===== src/rtl/mw_pkg.sv =====
package mw_pkg;
  typedef enum logic [1:0] {
    OP_RD_WORD = 2'd0,
    OP_RD_BYTE = 2'd1,
    OP_WR_EN   = 2'd2,
    OP_WR_DIS  = 2'd3
  } op_e;

  typedef enum logic [2:0] {
    ST_IDLE, ST_LEAD, ST_SHIFT, ST_TAIL, ST_GAP
  } state_e;

  typedef enum logic [1:0] {
    PH_CMD, PH_XTRA, PH_DATA
  } phase_e;
endpackage


===== src/rtl/mw_tick.sv =====
module mw_tick #(
  parameter int DIV_W = 8
) (
  input  logic             clk,
  input  logic             rst_n,
  input  logic             run,
  input  logic [DIV_W-1:0] half_period,
  output logic             tick
);
  logic [DIV_W-1:0] cnt_q, cnt_d, lim;

  always_comb begin
    lim  = (half_period == '0) ? '0 : half_period - 1'b1;
    tick = run && (cnt_q >= lim);
    if (!run || tick) cnt_d = '0;
    else              cnt_d = cnt_q + 1'b1;
  end

  always_ff @(posedge clk or negedge rst_n) begin
    if (!rst_n) cnt_q <= '0;
    else        cnt_q <= cnt_d;
  end

  // with a half-period above one, ticks never come on adjacent cycles
  assert_tick_spacing_R7: assert property (@(posedge clk) disable iff (!rst_n)
    (tick && lim != '0 && $stable(half_period)) |=> !tick);
endmodule


===== src/rtl/mw_cmd_build.sv =====
module mw_cmd_build
  import mw_pkg::*;
#(
  parameter int ADDR_W = 6,
  localparam int CMD_W = ADDR_W + 4,
  localparam int CNT_W = $clog2(CMD_W + 17)
) (
  input  logic [1:0]       op,
  input  logic [ADDR_W:0]  addr,
  output logic [CMD_W-1:0] vec,
  output logic [CNT_W-1:0] nbits,
  output logic             is_read,
  output logic             is_byte
);
  always_comb begin
    vec     = '0;
    nbits   = CNT_W'(ADDR_W + 3);
    is_read = 1'b0;
    is_byte = 1'b0;
    case (op_e'(op))
      OP_RD_WORD: begin
        vec     = {3'b110, addr[ADDR_W-1:0], 1'b0};
        is_read = 1'b1;
      end
      OP_RD_BYTE: begin
        vec     = {3'b110, addr};
        nbits   = CNT_W'(ADDR_W + 4);
        is_read = 1'b1;
        is_byte = 1'b1;
      end
      OP_WR_EN:  vec = {5'b10011, {(ADDR_W-1){1'b0}}};
      default:   vec = {5'b10000, {(ADDR_W-1){1'b0}}};
    endcase
  end
endmodule


===== src/rtl/mw_ctrl.sv =====
module mw_ctrl
  import mw_pkg::*;
#(
  parameter int ADDR_W = 6,
  localparam int CMD_W = ADDR_W + 4,
  localparam int CNT_W = $clog2(CMD_W + 17)
) (
  input  logic             clk,
  input  logic             rst_n,
  input  logic             tick,
  input  logic             req_valid,
  input  logic [CMD_W-1:0] vec,
  input  logic [CNT_W-1:0] nbits,
  input  logic             is_read,
  input  logic             is_byte,
  input  logic             quirk,
  input  logic             ee_do,
  output logic             busy,
  output logic             done,
  output logic [15:0]      rd_data,
  output logic             cs,
  output logic             sk,
  output logic             di
);
  state_e           st_q, st_d;
  phase_e           ph_q, ph_d;
  logic [CMD_W-1:0] sreg_q, sreg_d;
  logic [CNT_W-1:0] cnt_q, cnt_d, ndata;
  logic [15:0]      dreg_q, dreg_d, rd_d;
  logic             cs_d, sk_d, di_d, done_d, gap_q, gap_d;
  logic             rd_q, rd_nx, byte_q, byte_d, qk_q, qk_d;

  assign busy  = (st_q != ST_IDLE);
  assign ndata = byte_q ? CNT_W'(8) : CNT_W'(16);

  always_comb begin
    st_d = st_q;  ph_d = ph_q;  sreg_d = sreg_q;  cnt_d = cnt_q;
    dreg_d = dreg_q;  rd_d = rd_data;  cs_d = cs;  sk_d = sk;  di_d = di;
    done_d = 1'b0;  gap_d = gap_q;  rd_nx = rd_q;  byte_d = byte_q;  qk_d = qk_q;
    case (st_q)
      ST_IDLE: if (req_valid) begin
        st_d = ST_LEAD;  ph_d = PH_CMD;  sreg_d = vec;  cnt_d = nbits;
        dreg_d = '0;  cs_d = 1'b1;  di_d = vec[CMD_W-1];
        rd_nx = is_read;  byte_d = is_byte;  qk_d = quirk;
      end
      ST_LEAD: if (tick) begin
        sk_d = 1'b1;  st_d = ST_SHIFT;
      end
      ST_SHIFT: if (tick) begin
        if (!sk) begin
          sk_d = 1'b1;
          if (ph_q == PH_DATA) dreg_d = {dreg_q[14:0], ee_do};
        end else begin
          sk_d = 1'b0;
          if (cnt_q == CNT_W'(1)) begin
            di_d = 1'b0;
            case (ph_q)
              PH_CMD:
                if (rd_q && qk_q) begin ph_d = PH_XTRA; cnt_d = CNT_W'(1); end
                else if (rd_q)    begin ph_d = PH_DATA; cnt_d = ndata; end
                else              st_d = ST_TAIL;
              PH_XTRA: begin ph_d = PH_DATA; cnt_d = ndata; end
              default: st_d = ST_TAIL;
            endcase
          end else begin
            cnt_d = cnt_q - 1'b1;
            if (ph_q == PH_CMD) begin
              di_d   = sreg_q[CMD_W-2];
              sreg_d = sreg_q << 1;
            end
          end
        end
      end
      ST_TAIL: if (tick) begin
        cs_d = 1'b0;  done_d = 1'b1;  st_d = ST_GAP;  gap_d = 1'b0;
        if (rd_q) rd_d = dreg_q;
      end
      ST_GAP: if (tick) begin
        if (gap_q) st_d = ST_IDLE;
        else       gap_d = 1'b1;
      end
      default: st_d = ST_IDLE;
    endcase
  end

  always_ff @(posedge clk or negedge rst_n) begin
    if (!rst_n) begin
      st_q <= ST_IDLE;  ph_q <= PH_CMD;  sreg_q <= '0;  cnt_q <= '0;
      dreg_q <= '0;  rd_data <= '0;  cs <= 1'b0;  sk <= 1'b0;  di <= 1'b0;
      done <= 1'b0;  gap_q <= 1'b0;  rd_q <= 1'b0;  byte_q <= 1'b0;  qk_q <= 1'b0;
    end else begin
      st_q <= st_d;  ph_q <= ph_d;  sreg_q <= sreg_d;  cnt_q <= cnt_d;
      dreg_q <= dreg_d;  rd_data <= rd_d;  cs <= cs_d;  sk <= sk_d;  di <= di_d;
      done <= done_d;  gap_q <= gap_d;  rd_q <= rd_nx;  byte_q <= byte_d;  qk_q <= qk_d;
    end
  end

  // data into the memory holds while the serial clock is high
  assert_di_stable_hi_R6: assert property (@(posedge clk) disable iff (!rst_n)
    (sk && $past(sk)) |-> $stable(di));
  // chip select moves only with the serial clock low
  assert_cs_sk_low_R6: assert property (@(posedge clk) disable iff (!rst_n)
    (cs != $past(cs)) |-> (!sk && !$past(sk)));
  // completion strobe is a single cycle
  assert_done_pulse_R3: assert property (@(posedge clk) disable iff (!rst_n)
    done |=> !done);
  // data line to the memory is low through the data phase
  assert_di_low_data_R3: assert property (@(posedge clk) disable iff (!rst_n)
    (st_q == ST_SHIFT && ph_q == PH_DATA) |-> !di);
  // byte result carries a zero upper byte
  assert_byte_upper_R2: assert property (@(posedge clk) disable iff (!rst_n)
    (done && rd_q && byte_q) |-> (rd_data[15:8] == 8'h00));
  // the extra pulse belongs only to reads with the option set
  assert_xtra_only_quirk_R4: assert property (@(posedge clk) disable iff (!rst_n)
    (ph_q == PH_XTRA) |-> (qk_q && rd_q));
  // chip select is low whenever the block is idle
  assert_idle_cs_low_R8: assert property (@(posedge clk) disable iff (!rst_n)
    !busy |-> !cs);
endmodule


===== src/rtl/mw_eeprom_rd.sv =====
module mw_eeprom_rd #(
  parameter int ADDR_W = 6,
  parameter int DIV_W  = 8,
  localparam int CMD_W = ADDR_W + 4,
  localparam int CNT_W = $clog2(CMD_W + 17)
) (
  input  logic              clk,
  input  logic              rst_n,
  input  logic              req_valid,
  input  logic [1:0]        req_op,
  input  logic [ADDR_W:0]   req_addr,
  input  logic              req_quirk,
  input  logic [DIV_W-1:0]  half_period,
  output logic              busy,
  output logic              done,
  output logic [15:0]       rd_data,
  output logic              mw_cs,
  output logic              mw_sk,
  output logic              mw_di,
  input  logic              mw_do
);
  logic             rst_m, rst_s, tick, is_read, is_byte;
  logic [CMD_W-1:0] vec;
  logic [CNT_W-1:0] nbits;

  always_ff @(posedge clk or negedge rst_n) begin
    if (!rst_n) begin
      rst_m <= 1'b0;
      rst_s <= 1'b0;
    end else begin
      rst_m <= 1'b1;
      rst_s <= rst_m;
    end
  end

  mw_tick #(.DIV_W(DIV_W)) u_tick (
    .clk(clk), .rst_n(rst_s), .run(busy), .half_period(half_period), .tick(tick)
  );

  mw_cmd_build #(.ADDR_W(ADDR_W)) u_cmd (
    .op(req_op), .addr(req_addr), .vec(vec), .nbits(nbits),
    .is_read(is_read), .is_byte(is_byte)
  );

  mw_ctrl #(.ADDR_W(ADDR_W)) u_ctrl (
    .clk(clk), .rst_n(rst_s), .tick(tick), .req_valid(req_valid),
    .vec(vec), .nbits(nbits), .is_read(is_read), .is_byte(is_byte),
    .quirk(req_quirk), .ee_do(mw_do), .busy(busy), .done(done),
    .rd_data(rd_data), .cs(mw_cs), .sk(mw_sk), .di(mw_di)
  );
endmodule


===== config.mk =====
export PLATFORM = sky130hd
export DESIGN_NAME = mw_eeprom_rd
export DESIGN_NICKNAME = d
export VERILOG_FILES = /design/src/rtl/mw_pkg.sv /design/src/rtl/mw_tick.sv /design/src/rtl/mw_cmd_build.sv /design/src/rtl/mw_ctrl.sv /design/src/rtl/mw_eeprom_rd.sv
export SDC_FILE = /design/constraint.sdc
export NUM_CORES = 1
export LEC_CHECK = 0
export ABC_AREA = 1
export CORE_MARGIN = 8
export CORE_UTILIZATION = 30
export CTS_BUF_LIST = sky130_fd_sc_hd__clkbuf_4 sky130_fd_sc_hd__clkbuf_8
export DETAILED_ROUTE_END_ITERATION = 10
export DONT_BUFFER_PORTS = 1
export SYNTH_ARGS = -nofsm -noshare
export SYNTH_HDL_FRONTEND = slang
export SYNTH_HIERARCHICAL = 1
export SYNTH_SLANG_ARGS = --single-unit

===== constraint.sdc =====
create_clock -name clk -period 2.34 [get_ports clk]
set_input_delay 0.468 -clock clk [delete_from_list [all_inputs] [get_ports clk]]
set_output_delay 0.468 -clock clk [all_outputs]
set_load 0.1 [all_outputs]

======== Yosys cells after proc, flatten, opt, wreduce, memory -nomap -nowiden ========
Index checks and enable logic that the tools add are counted.
word-level totals
  flip-flop bits (word level) ............. 69
  bits of input ports ..................... 22
  word-level logic and storage cells ...... 137
operators by class
  $add $sub $neg .......................... 3
  order comparisons ....................... 1
  equal/unequal tests ..................... 29
  mux-type cells .......................... 62
  reductions and logical operators ........ 25
operators with widths
  operator                                                         count
  16-bit 2-to-1 mux                                                4
  9-bit 2-to-1 mux                                                 5
  5-bit 2-to-1 mux                                                 7
  16-bit case mux with 2 select lines                              1
  3-bit 2-to-1 mux                                                 10
  9-bit case mux with 3 select lines                               1
  5-bit case mux with 2 select lines                               2
  9-bit case mux with 2 select lines                               1
  8-bit 2-to-1 mux                                                 2
  2-bit != test, second input constant                             8
  3-bit case mux with 5 select lines                               1
  1-bit 2-to-1 mux                                                 14
  2-bit 2-to-1 mux                                                 7
  3-bit AND reduction                                              4
  6-bit AND reduction                                              2
  11-bit AND reduction                                             1
  2-bit by 1-bit != test with 1-bit output, second input constant  5
  5-bit AND reduction                                              2
  8-bit by 1-bit adder with 8-bit output, second input constant    1
  8-bit >= comparator                                              1
  8-bit zero test                                                  1
  1-bit case mux with 2 select lines                               4
  2-bit case mux with 2 select lines                               2
  2-bit nonzero test                                               4
  other kinds (24)                                                 30

======== Logic depth before layout (Yosys ltp) ========
  word-level depth ........................ 8
  gate-level depth with buffers ........... 23

======== Hierarchy ========
Netlist, hierarchy kept.
by module, submodules not included
  module        instances  cells an instance  area an instance (µm²)  seq. area each (µm²)
  mw_ctrl       1          327                2751.4                  1476.4
  mw_tick       1          106                774.5                   200.2
  mw_cmd_build  1          35                 173.9                   0.0
  mw_eeprom_rd  1          3                  53.8                    50.0

======== Worst setup path after synthesis ========
Ideal clock, no wire load.
  kind .................................... input to register
  from .................................... in half_period[0]
  to ...................................... reg u_ctrl.sreg_q[8]
  library setup time ...................... 128 ps
  arrival time ............................ 2887 ps
  data required time ...................... 2212 ps
  slack ................................... -674 ps
  cell stages on the path ................. 22
  path buffers ............................ 1
  cells stage by stage .................... inv_1 -> ha_1 -> inv_2 -> nor2_4 -> inv_2 -> nor3_4 -> nor2_1 -> ha_1 -> nand2_1 -> nor2_1 -> nor2_1 -> nand2_1 -> nand2_1 -> a21boi_0 -> inv_1 -> nand3_1 -> nand2_1 -> nor2_4 -> nand3_2 -> buf_6 -> nand2_1 -> o21ai_0
on the way
  word-level cells in the longest chain between the ends .. 6
  elaborated cells between the ends (all ways) .. 7
  those cells by class .................... add/sub: 1; order compare: 1; eq/ne: 1; mux: 1; reduce/logical: 3
ends and longest elaborated chain
  item                                                                            line                source
  start: declaration                                                              mw_eeprom_rd.sv:13  input logic [DIV_W-1:0] half_period,
  8-bit by 1-bit subtractor with 8-bit output or 8-bit zero test (tied branches)  mw_tick.sv:13       lim = (half_period == '0) ? '0 : half_period - 1'b1;
  8-bit 2-to-1 mux *                                                              mw_tick.sv:13
  8-bit >= comparator *                                                           mw_tick.sv:14       tick = run && (cnt_q >= lim);
  1-bit logical AND *                                                             mw_tick.sv:14
  net tick                                                                        mw_eeprom_rd.sv:22  logic rst_m, rst_s, tick, is_read, is_byte;
  2-bit != test (no source line) *                                                -
  6-bit AND reduction (no source line) *                                          -
  end signal: assignment                                                          mw_ctrl.sv:92       st_q <= st_d; ph_q <= ph_d; sreg_q <= sreg_d; cnt_q <= cnt_d;
  end: declaration                                                                mw_ctrl.sv:27       logic [CMD_W-1:0] sreg_q, sreg_d;
Mark *: on every way through the listed nets, which the timed path passes. The rest lies on a longest branch.
A chain may end at the register's enable or synchronous reset.

======== Worst setup path in the final report ========
  from .................................... in half_period[0]
  to ...................................... reg u_ctrl.sreg_q[3]
The elaborated chain is that of the path after synthesis.

==> flow_metrics.py <==
metrics = {
    "flow_run": {
        "count_of_max_cap_constraint_violations": 0,
    },
    "floorplanning": {
        "core-area_um2": 12400,
        "die_width_um": 128,
        "ports_placed_on_the_boundary": 43,
        "die_area_um2": 16300,
        "dieHeight_um": 128,
        "rows": 41,
        "initial_utilization": 0.302,
    },
    "setup_path": {
        "arrival_ns": 2.74,
        "crit_required_ns": 2.57,
        "criticalPathCategory": "in2reg",
        "nature_of_the_critical_path_endpoint": "flip-flop",
        "critical_path.max_fanout": 8,
        "reg2regPathDepth": 6,
        "startpoint_type": "primary input",
    },
    "yosys": {
        "yosys.area_share.xor_xnor": 0.0163,
        "syn_avg_cell_area_um2": 7.97,
        "synth_cells": 471,
        "yosys.area_share.adder": 0.0400,
        "yosys_warning_total": 6,
        "post_synth_mux_area_share": 0.00900,
        "ys_seq_elements": 69,
        "synth.cell_area_um2": 3750,
        "synth_compound_area_frac": 0.114,
        "synth_cell_type_count": 35,
        "synth_simple_gate_area_frac": 0.268,
        "synth-seq-area-share": 0.460,
        "synth_top_family_by_area": "simple AND/OR/NAND/NOR gates",
    },
    "power": {
        "max-vdd-ir-drop_mv": 0.511,
        "power.density_nw_per_um2": 1030,
        "static-leakage-power_uw": 0.00247,
    },
    "route": {
        "via_count": 3158,
        "drtAntennaViolNets": 0,
        "drt_iter0_markers": 189,
        "routedWlPerCell_um": 13.1,
        "drt-pass1-iter-count": 4,
        "route.detailed.vias_per_inst": 4.53,
        "detail_route.wirelength_um": 9150,
        "drt_drc_violations_left": 0,
    },
    "clock_tree": {
        "clock-root-buffer": "clkbuf_8",
        "clkSinkCount": 69,
        "cts_tree": "yes",
        "clk_transition_reported_paths_ns": 0.08,
        "numCtsBuffers": 9,
        "clkLatencyLatePin_ns": 0.35,
        "clock_tree.htree_level_count": 3,
        "cts.path.max_buffers": 2,
    },
    "cells_and_area": {
        "flow.area_growth_from_synthesis_pct": 31.4,
        "final-seq-area_um2": 1730,
        "num-fill-cells": 1249,
        "layout-drive-gt1-share": 0.310,
        "multi_input_area_um2": 2090,
        "utilization": 0.397,
        "finalNetCount": 554,
        "antenna-diode-count": 0,
        "finish.cell_count_without_fillers": 697,
        "fin_area_um2": 4930,
    },
    "sta": {
        "slew_headroom": 0.248,
        "totalNegativeSetupSlack_ns": -3.58,
        "postLayoutSetupSlackWorst_ns": -0.174,
        "fmax_mhz": 398,
        "least_margin_pin_slew_ns": 1.12,
        "finalHoldViolations": 0,
        "share_of_the_cycle_needed_by_the_critical_path_after_routing": 1.07,
        "slew_viol_final": 0,
        "worst_clock_skew_on_the_final_layout_ns": 0.0125,
        "final.min_clock_period_ns": 2.51,
        "setup_repair_after_global_routing_missed_its_margin": "true",
        "finalSetupViolations": 36,
    },
    "placement": {
        "hpwlAfterDp_um": 6050,
        "gpl.final_weighted_congestion": 0.829,
        "placement.io_buffers": 0,
        "placement.cell_area_um2": 4220,
        "placed_cells_incl_taps": 665,
    },
    "run_status": {
        "failed_checks": "negative setup slack",
        "status": "finished, violations left",
    },
    "grt": {
        "first_global_vias": 3214,
        "antenna_violations_before_repair": 1,
        "grt-ovfl-total": 0,
        "combined_global_route_utilization_of_all_metal_layers": 0.110,
        "grt_first_pass_wirelength_um": 14600,
        "grt_start_max_net_pins": 36,
    },
    "hold_path": {
        "path_class_of_the_lowest_slack_min_delay_path": "in2reg",
        "worstHoldPathCells": 2,
    },
}
cells in the mapped netlist:
library cell  count  area share
a21boi_0         10       0.020
a21o_1            1      0.0020
a21oi_1           4      0.0053
a31oi_1           1      0.0017
buf_2             4      0.0053
buf_4             7       0.014
buf_6             3      0.0090
clkbuf_1          3      0.0030
clkbuf_2          1      0.0013
conb_1            3      0.0030
dfrtp_1          69        0.46
ha_1             12       0.040
inv_1            51       0.051
inv_2             6      0.0060
mux2_2            3      0.0090
nand2_1         139        0.14
nand2_2           3      0.0050
nand3_1          30       0.040
nand3_2           4       0.011
nand3b_1          2      0.0040
nand4_1           2      0.0033
nor2_1           29       0.029
nor2_2            4      0.0067
nor2_4            6       0.018
nor3_1            2      0.0027
nor3_4            1      0.0043
o21ai_0          53       0.071
o21ai_1           3      0.0040
o21ai_2           3      0.0070
o21bai_1          1      0.0020
o22ai_1           1      0.0017
or2_1             1      0.0017
or2_2             2      0.0033
xnor2_1           2      0.0047
xor2_1            5       0.012
state kept, by name (all words and copies together) (netlist names):
signal	count
u_ctrl/gap_q	1
u_ctrl/ph_q	2
u_ctrl/qk_q	1
u_ctrl/byte_q	1
u_ctrl/rd_q	1
rst_s	1
u_ctrl/di	1
u_ctrl/cnt_q	5
u_ctrl/cs	1
u_ctrl/sk	1
rst_m	1
u_ctrl/st_q	3
u_tick/cnt_q	8
u_ctrl/rd_data	16
u_ctrl/done	1
u_ctrl/sreg_q	9
u_ctrl/dreg_q	16
cells in the final DEF (no fill, tap or decap), types with 3 or more instances in the layout:
master and count:
nand2_4 14, o21ai_0 13, mux2_2 3, xor2_1 5
a21boi_0 9, nand2_8 3, clkbuf_8 10, nand2_2 19
nand3_2 8, dfrtp_1 68, nor2_2 4, buf_12 3
inv_1 45, conb_1 6, nand2_1 108, ha_4 3
nor2_4 8, nand3_1 26, a21oi_1 4, inv_2 8
o21ai_1 28, ha_1 9, o21ai_2 18, buf_4 42
nand3_4 3, nor2_1 27
where the power goes:
| part | switching [µW] | internal, µW |
|---|---|---|
| Sequential | 272 | 1430 |
| Combinational | 1450 | 834 |
| Clock | 470 | 627 |
through the flow:
stage | power (µW) | worst slack (ns) | hold WS [ns]
3_5_place_dp | 3490 | -0.543 | 0.173
2_1_floorplan | 3070 | -0.424 | 0.172
3_3_place_gp | 3440 | -0.434 | 0.173
4_1_cts | 4800 | -0.0209 | 0.244
6_report | 5080 | -0.174 | 0.233
5_1_grt | 5470 | -0.301 | 0.222
final timing paths:
path	startpoint	to	slack (ns)
max	half_period[0]	u_ctrl/sreg_q[3]	-0.17
min reg2reg	rst_s	u_ctrl/rd_data[6]	0.30
min in group asynchronous	rst_s	u_ctrl/rd_data[6]	0.30
max reg2reg	u_ctrl/cnt_q[0]	u_ctrl/sreg_q[8]	0.10
max in group asynchronous	rst_s	u_ctrl/st_q[1]	1.69
min	mw_do	u_ctrl/dreg_q[0]	0.23
per-layer routing:
| metal | track usage | routed length, µm | vias up | share of wire |
|---|---|---|---|---|
| met5 | 0 | 13 | - | 0.0014 |
| met4 | 0.0427 | 128 | 2 | 0.014 |
| met3 | 0.0366 | 517 | 9 | 0.057 |
| met2 | 0.188 | 4490 | 63 | 0.49 |
| met1 | 0.125 | 4000 | 1498 | 0.44 |
| li1 | - | - | 1586 | - |
critical path, stage by stage:
cell	delay, ns
clkinv_8	0.03
ha_4	0.15
inv_2	0.06
nor2_4	0.03
inv_2	0.08
nor3_4	0.06
or2_1	0.26
ha_4	0.28
nand2_2	0.04
nor2_2	0.09
nor2_1	0.04
nand2_1	0.07
nand2_2	0.07
a21boi_2	0.19
inv_2	0.08
nand3_2	0.09
nand2_4	0.06
nor2_4	0.12
buf_12	0.14
nand3_4	0.10
nand2_1	0.13
o21ai_1	0.07
repair_timing:
item,CTS,global route
hold endpoints to repair,2,0
pin swaps,10,29
hold buffers,1,0
cloned,2,4
setup endpoints to repair,43,52
buffers inserted,6,5
resized for setup,12,81
final cells by class:
class / count / share of cell area
clock buffers: 10 / 0.0279
inverters: 57 / 0.0515
multi-input cells: 335 / 0.423
clock inverters: 6 / 0.0175
flip-flops and latches: 69 / 0.350
well taps: 172 / 0.0436
repair buffers: 48 / 0.0855
cells by family (layout without fill, tap and decap cells):
group | Yosys count | in the layout
adder cells (fa/ha/maj) | 12 | 12
XOR/XNOR | 7 | 7
multiplexers | 3 | 3
other | 3 | 6
AO/OA/AOI/OAI | 77 | 77
AND/OR/NAND/NOR | 225 | 230
buffers and inverters | 75 | 121
flip-flops | 69 | 69
No activity file was read; power rests on OpenSTA's default activity.
